## config.mk

```make
export PLATFORM = sky130hd
export DESIGN_NAME = i2ct_rx_path
export DESIGN_NICKNAME = d
export VERILOG_FILES = /design/src/rtl/i2ct_rx_pkg.sv /design/src/rtl/i2ct_rx_fifo.sv /design/src/rtl/i2ct_rx_shift.sv /design/src/rtl/i2ct_rx_path.sv
export SDC_FILE = /design/constraint.sdc
export NUM_CORES = 1
export LEC_CHECK = 0
export ABC_AREA = 1
export BUFFER_PORTS_ARGS = -buffer_cell sky130_fd_sc_hd__buf_2
export CORE_ASPECT_RATIO = 0.5
export CORE_MARGIN = 10
export CORE_UTILIZATION = 61
export CTS_CLUSTER_DIAMETER = 200
export DETAILED_ROUTE_END_ITERATION = 10
export PLACE_DENSITY_LB_ADDON = 0.05
export SLEW_MARGIN = 15
export SYNTH_ARGS = -nofsm -noshare
export SYNTH_HDL_FRONTEND = slang
export SYNTH_SLANG_ARGS = --single-unit
```

## constraint.sdc

```tcl
create_clock -name clk -period 6.3 [get_ports clk]
set_clock_uncertainty 0.05 [all_clocks]
set_input_delay 0.63 -clock clk [delete_from_list [all_inputs] [get_ports clk]]
set_output_delay 0.63 -clock clk [all_outputs]
set_load 0.02 [all_outputs]
```

## src/rtl/i2ct_rx_pkg.sv

```systemverilog
package i2ct_rx_pkg;
   localparam int unsigned BYTE_W = 8;

   typedef enum logic {
      ACK_DRIVE   = 1'b0,
      ACK_RELEASE = 1'b1
   } ackbit_e;

   function automatic int unsigned cnt_bits(input int unsigned n);
      return $clog2(n + 1);
   endfunction
endpackage

```

## src/rtl/i2ct_rx_fifo.sv

```systemverilog
module i2ct_rx_fifo
   import i2ct_rx_pkg::*;
#(
   parameter int unsigned DEPTH = 8,
   parameter int unsigned W     = BYTE_W,
   localparam int unsigned AW   = $clog2(DEPTH),
   localparam int unsigned LW   = cnt_bits(DEPTH)
) (
   input  logic          clk,
   input  logic          rst_n,
   input  logic          clr,
   input  logic          push,
   input  logic [W-1:0]  push_data,
   input  logic          pop,
   output logic [W-1:0]  rd_data,
   output logic [LW-1:0] level,
   output logic          full,
   output logic          empty
);
   logic [W-1:0]  mem [DEPTH];
   logic [AW-1:0] wptr, rptr, wr_nxt, rd_nxt;
   logic          push_ok, pop_ok;

   assign full    = (level == LW'(DEPTH));
   assign empty   = (level == '0);
   assign push_ok = push && !full;
   assign pop_ok  = pop && !empty;

   generate
      if ((DEPTH & (DEPTH - 1)) == 0) begin : g_wrap_pow2
         assign wr_nxt = wptr + 1'b1;
         assign rd_nxt = rptr + 1'b1;
      end else begin : g_wrap_mod
         assign wr_nxt = (wptr == AW'(DEPTH - 1)) ? '0 : wptr + 1'b1;
         assign rd_nxt = (rptr == AW'(DEPTH - 1)) ? '0 : rptr + 1'b1;
      end
   endgenerate

   always_ff @(posedge clk) begin
      if (push_ok && !clr) mem[wptr] <= push_data;
   end

   always_ff @(posedge clk or negedge rst_n) begin
      if (!rst_n) begin
         wptr    <= '0;
         rptr    <= '0;
         level   <= '0;
         rd_data <= '0;
      end else begin
         if (pop_ok) rd_data <= mem[rptr];
         if (clr) begin
            wptr  <= '0;
            rptr  <= '0;
            level <= '0;
         end else begin
            if (push_ok) wptr <= wr_nxt;
            if (pop_ok)  rptr <= rd_nxt;
            unique case ({push_ok, pop_ok})
               2'b10:   level <= level + 1'b1;
               2'b01:   level <= level - 1'b1;
               default: ;
            endcase
         end
      end
   end
endmodule

```

## src/rtl/i2ct_rx_shift.sv

```systemverilog
module i2ct_rx_shift
   import i2ct_rx_pkg::*;
(
   input  logic              clk,
   input  logic              rst_n,
   input  logic              clr,
   input  logic              txn_start,
   input  logic              txn_refuse,
   input  logic              bit_stb,
   input  logic              bit_val,
   input  logic              fifo_full,
   output logic              push,
   output logic [BYTE_W-1:0] push_data,
   output logic              byte_end,
   output logic              ovf_evt
);
   localparam int unsigned CW = $clog2(BYTE_W);

   logic [CW-1:0]     cnt;
   logic [BYTE_W-1:0] shreg;
   logic              hold_v, ovf_drop, refused;
   logic              first, take, done_push, done_hold, hold_push;

   assign first     = (cnt == '0);
   assign byte_end  = bit_stb && (cnt == CW'(BYTE_W - 1));
   assign ovf_evt   = bit_stb && first && hold_v && fifo_full && !refused;
   assign take      = bit_stb && !refused && !ovf_drop && !ovf_evt;
   assign hold_push = hold_v && !fifo_full;
   assign done_push = byte_end && take && !hold_v && !fifo_full;
   assign done_hold = byte_end && take && fifo_full;
   assign push      = hold_push || done_push;
   assign push_data = hold_v ? shreg : {shreg[BYTE_W-2:0], bit_val};

   always_ff @(posedge clk or negedge rst_n) begin
      if (!rst_n) begin
         cnt      <= '0;
         shreg    <= '0;
         hold_v   <= 1'b0;
         ovf_drop <= 1'b0;
         refused  <= 1'b0;
      end else if (clr) begin
         cnt      <= '0;
         hold_v   <= 1'b0;
         ovf_drop <= 1'b0;
         refused  <= 1'b0;
      end else begin
         if (txn_start) begin
            cnt      <= '0;
            refused  <= txn_refuse;
            ovf_drop <= 1'b0;
         end else if (bit_stb) begin
            cnt <= cnt + 1'b1;
            if (ovf_evt)       ovf_drop <= 1'b1;
            else if (byte_end) ovf_drop <= 1'b0;
            if (take) shreg <= {shreg[BYTE_W-2:0], bit_val};
         end
         if (hold_push)      hold_v <= 1'b0;
         else if (done_hold) hold_v <= 1'b1;
      end
   end
endmodule

```

## src/rtl/i2ct_rx_path.sv

```systemverilog
module i2ct_rx_path
   import i2ct_rx_pkg::*;
#(
   parameter int unsigned DEPTH = 8,
   localparam int unsigned LW   = cnt_bits(DEPTH)
) (
   input  logic              clk,
   input  logic              rst_n,
   input  logic              enable,
   input  logic              irx_mode,
   input  logic              irx_ack_bit,
   input  logic              dnr_mode,
   input  logic [LW-1:0]     thresh,
   input  logic              flush_set,
   input  logic              ovf_clr,
   input  logic              dnr_clr,
   input  logic              irx_clr,
   input  logic              addr_hit,
   input  logic              bit_stb,
   input  logic              bit_val,
   input  logic              rd_en,
   output logic              flush_bit,
   output logic              addr_ack_bit,
   output logic              data_ack_bit,
   output logic              irx_flag,
   output logic [BYTE_W-1:0] rd_data,
   output logic [LW-1:0]     level,
   output logic              thr_flag,
   output logic              ovf_flag,
   output logic              dnr_err
);
   generate
      if (DEPTH < 2 || DEPTH > 256) begin : g_bad_depth
         $error("i2ct_rx_path: DEPTH must lie in 2..256");
      end
   endgenerate

   logic              fifo_clr, fifo_full, fifo_empty, refuse;
   logic              push, byte_end, ovf_evt;
   logic [BYTE_W-1:0] push_data;

   assign fifo_clr = flush_bit || !enable;
   assign refuse   = addr_hit && dnr_mode && !fifo_empty;
   assign thr_flag = (level >= thresh);

   i2ct_rx_shift u_shift (
      .clk        (clk),
      .rst_n      (rst_n),
      .clr        (fifo_clr),
      .txn_start  (addr_hit),
      .txn_refuse (refuse),
      .bit_stb    (bit_stb),
      .bit_val    (bit_val),
      .fifo_full  (fifo_full),
      .push       (push),
      .push_data  (push_data),
      .byte_end   (byte_end),
      .ovf_evt    (ovf_evt)
   );

   i2ct_rx_fifo #(.DEPTH(DEPTH), .W(BYTE_W)) u_fifo (
      .clk       (clk),
      .rst_n     (rst_n),
      .clr       (fifo_clr),
      .push      (push),
      .push_data (push_data),
      .pop       (rd_en),
      .rd_data   (rd_data),
      .level     (level),
      .full      (fifo_full),
      .empty     (fifo_empty)
   );

   always_ff @(posedge clk or negedge rst_n) begin
      if (!rst_n) begin
         flush_bit    <= 1'b0;
         addr_ack_bit <= ACK_DRIVE;
         data_ack_bit <= ACK_DRIVE;
         irx_flag     <= 1'b0;
         ovf_flag     <= 1'b0;
         dnr_err      <= 1'b0;
      end else if (!enable) begin
         flush_bit    <= 1'b0;
         addr_ack_bit <= ACK_DRIVE;
         data_ack_bit <= ACK_DRIVE;
         irx_flag     <= 1'b0;
         ovf_flag     <= 1'b0;
         dnr_err      <= 1'b0;
      end else begin
         flush_bit    <= flush_set;
         data_ack_bit <= irx_mode ? irx_ack_bit : ACK_DRIVE;
         if (addr_hit) addr_ack_bit <= refuse ? ACK_RELEASE : ACK_DRIVE;
         if (byte_end && irx_mode) irx_flag <= 1'b1;
         else if (irx_clr)         irx_flag <= 1'b0;
         if (ovf_evt)      ovf_flag <= 1'b1;
         else if (ovf_clr) ovf_flag <= 1'b0;
         if (refuse)       dnr_err <= 1'b1;
         else if (dnr_clr) dnr_err <= 1'b0;
      end
   end
endmodule

```

==> flow_summary.ini <==
[global_routing]
global_route.usage.total = 0.181
grt_pass1_wl_um = 15800
first_global_vias = 3122
maximum_number_of_pins_on_one_net_before_global_route_repair = 39
grt.overflow.total = 0
initial_antenna_violation_count = 0

[cts]
cts.sinks = 102
cts_buffer_depth = 2
postCtsSetupBuffers = 0
cts_tree = built
root_buffer = sky130_fd_sc_hd__clkbuf_16
clk_pin_slew_ns = 0.07
holdBufCountCts = 0
post_cts_resize_count = 0
h_tree_depth = 3
clock_latency_ns = 0.35
tritoncts.num_buffers = 9

[route]
drt_pass1_iterations = 5
vias_per_cell = 5.69
detail_route.wl_per_cell_um = 17.5
wirelength_um = 9720
drc = 0
initial_drc_count = 346
postRouteAntennaNets = 0
vias = 3158

[worst_setup_path]
slowest_delay_ns = 0.99
path_cells = inv_1, o21ai_0, o22ai_1, o211ai_1, nand2_1
crit_slowest_cell = sky130_fd_sc_hd__dfrtp_1
setup.worst_path.start_class = flip-flop
required_ns = 6.46
arrival_ns = 2.93
timing.critical_path.buf_inv = 1
critical_path_class = flip-flop to flip-flop
critical_path.top_delay_family = flip-flops
end_kind = flip-flop
cp_max_fo = 34

[synthesis]
syn-num-nets = 448
synth.top_cell.area_share = 0.432
syn-mean-instance-area_um2 = 10.6
postSynthCellCount = 419
syn-cell-area_um2 = 4450
netlist_top_cells_area = sky130_fd_sc_hd__edfxtp_1 43%, sky130_fd_sc_hd__dfrtp_1 21%, sky130_fd_sc_hd__nand2_1 5.9%
ys_warn_count = 0
yosysSeqAreaShare = 0.645
synth.ff_latch_count = 102
cell_taking_the_most_area_after_synthesis = sky130_fd_sc_hd__edfxtp_1
synth.distinct_cells = 32

[layout]
area_occupied_by_multi_input_gates_um2 = 1340
final_net_count = 487
final_layout_size_suffix_gt1_frac = 0.160
antenna_cells_inserted = 0
layout.filler_cells = 495
commonest_cells_after_routing_fill_and_taps_aside = 70 x sky130_fd_sc_hd__nand2_1, 64 x sky130_fd_sc_hd__edfxtp_1, 56 x sky130_fd_sc_hd__nor2_1
seq_area_um2 = 2870
mostFrequentLayoutCell = sky130_fd_sc_hd__nand2_1
area_delta_synth_final_pct = 13.6

[die]
die_width_um = 141
floorplan.initialDensity = 0.646
chipHeight_um = 80.4
core.rowCount = 21
placeableCoreArea_um2 = 6880
fp.dieArea_um2 = 11300
ios = 37

[placement]
global_placer_s_final_weighted_congestion = 0.843
place.detailed.hpwl_um = 6760
buffer_ports.inserted = 36

[timing]
worst_pin_slew_ns = 0.990
setup_viol_count_final = 0
maxSlewViolCount = 0
min_period_ns = 2.76
f_max_mhz = 362
timing_hold_violations_final = 0
timing.setup.tns_ns = 0
max_slew_margin = 0.340
rsz0062_at_grt = false
min_period_over_period = 0.439

[pwr]
max-vdd-ir-drop_mv = 0.239
cellPowerDensity_nw_per_um2 = 306
report.power.total_uw = 1550
cellLeakagePower_uw = 0.00215

[min_path]
holdCritPathClass = input port to asynchronous set/reset pin

[job]
max_cap_violations = 0

[outcome]
outcome = finished, final reports clean
## through the flow
stage	setup slack, ns	instances	hold slack (ns)	util	cell area (um2)
after global placement	3.70	539	0.409	0.687	4730
after floorplan	4.04	419	0.284	-	4450
final	3.54	555	0.353	0.734	5060
after detailed placement	3.67	539	0.416	0.687	4730
after global routing	3.33	555	0.393	0.734	5060
after CTS	3.61	555	0.378	0.734	5060
## state kept, by name, summed over array words and instances, names as in the netlist, 3 cells and up
register        flops
u_fifo.rptr         3
u_fifo.level        4
u_shift.cnt         3
u_shift.shreg       8
u_fifo.wptr         3
u_fifo.mem         64
u_fifo.rd_data      8
## power by group
| part | switching [uW] | internal (uW) |
|---|---|---|
| Combinational | 109 | 51.0 |
| Clock | 239 | 362 |
| Sequential | 21.3 | 767 |
| Total | 369 | 1180 |
## area by class of cell
class	count	share of cell area
clock buffers	12	0.0488
clock inverters	4	0.0153
inverters	47	0.0359
multi-input cells	256	0.265
flip-flops and latches	102	0.568
well taps	92	0.0228
repair buffers	42	0.0445
## path summary, 6_finish.rpt
path / start / slack (ns) / endpoint / cells past startpoint
worst min register to register: u_fifo.rd_data[3] / 0.43 / u_fifo.rd_data[3] / 2
max in group asynchronous: rst_n / 5.25 / u_shift.shreg[3] / 1
worst min-delay path: rst_n / 0.35 / u_fifo.rd_data[1] / 1
min in group clk: u_fifo.rd_data[3] / 0.43 / u_fifo.rd_data[3] / 2
worst max-delay path: u_fifo.rptr[0] / 3.54 / u_fifo.rd_data[6] / 5
worst max register to register: u_fifo.rptr[0] / 3.54 / u_fifo.rd_data[6] / 5
## logic make-up (layout without fill, tap and decap cells)
family                     count (synthesis)  after routing  share of synthesized area
DFF                                      102            102                      0.645
buffers and inverters                     61            105                     0.0540
adders and majority gates                 11             11                     0.0309
and+or+nand+nor                          151            151                      0.145
AOI/OAI and AO/OA                         93             93                      0.123
xor gates and xnor gates                   1              1                    0.00197
## synth_stat cells, drive strengths merged
| library cell | instances |
|---|---|
| o211ai | 9 |
| buf | 4 |
| nor3 | 1 |
| nand2 | 76 |
| nor2 | 59 |
| nand4 | 3 |
| clkbuf | 10 |
| xnor2 | 1 |
| clkinv | 2 |
| dfrtp | 38 |
| ha | 11 |
| nand3 | 12 |
| o21ai | 55 |
| o221ai | 8 |
| o22ai | 10 |
| o21a | 1 |
| a21oi | 9 |
| inv | 45 |
| a32o | 1 |
| edfxtp | 64 |
## routing by layer
layer | vias up | part of all wire | global-route usage
li1 | 1507 | - | -
met2 | 146 | 0.45 | 0.281
met1 | 1492 | 0.43 | 0.227
met4 | 0 | 0.0098 | 0.0482
met5 | - | 0 | 0
met3 | 13 | 0.10 | 0.0810
(Power assumes the default switching activity.)
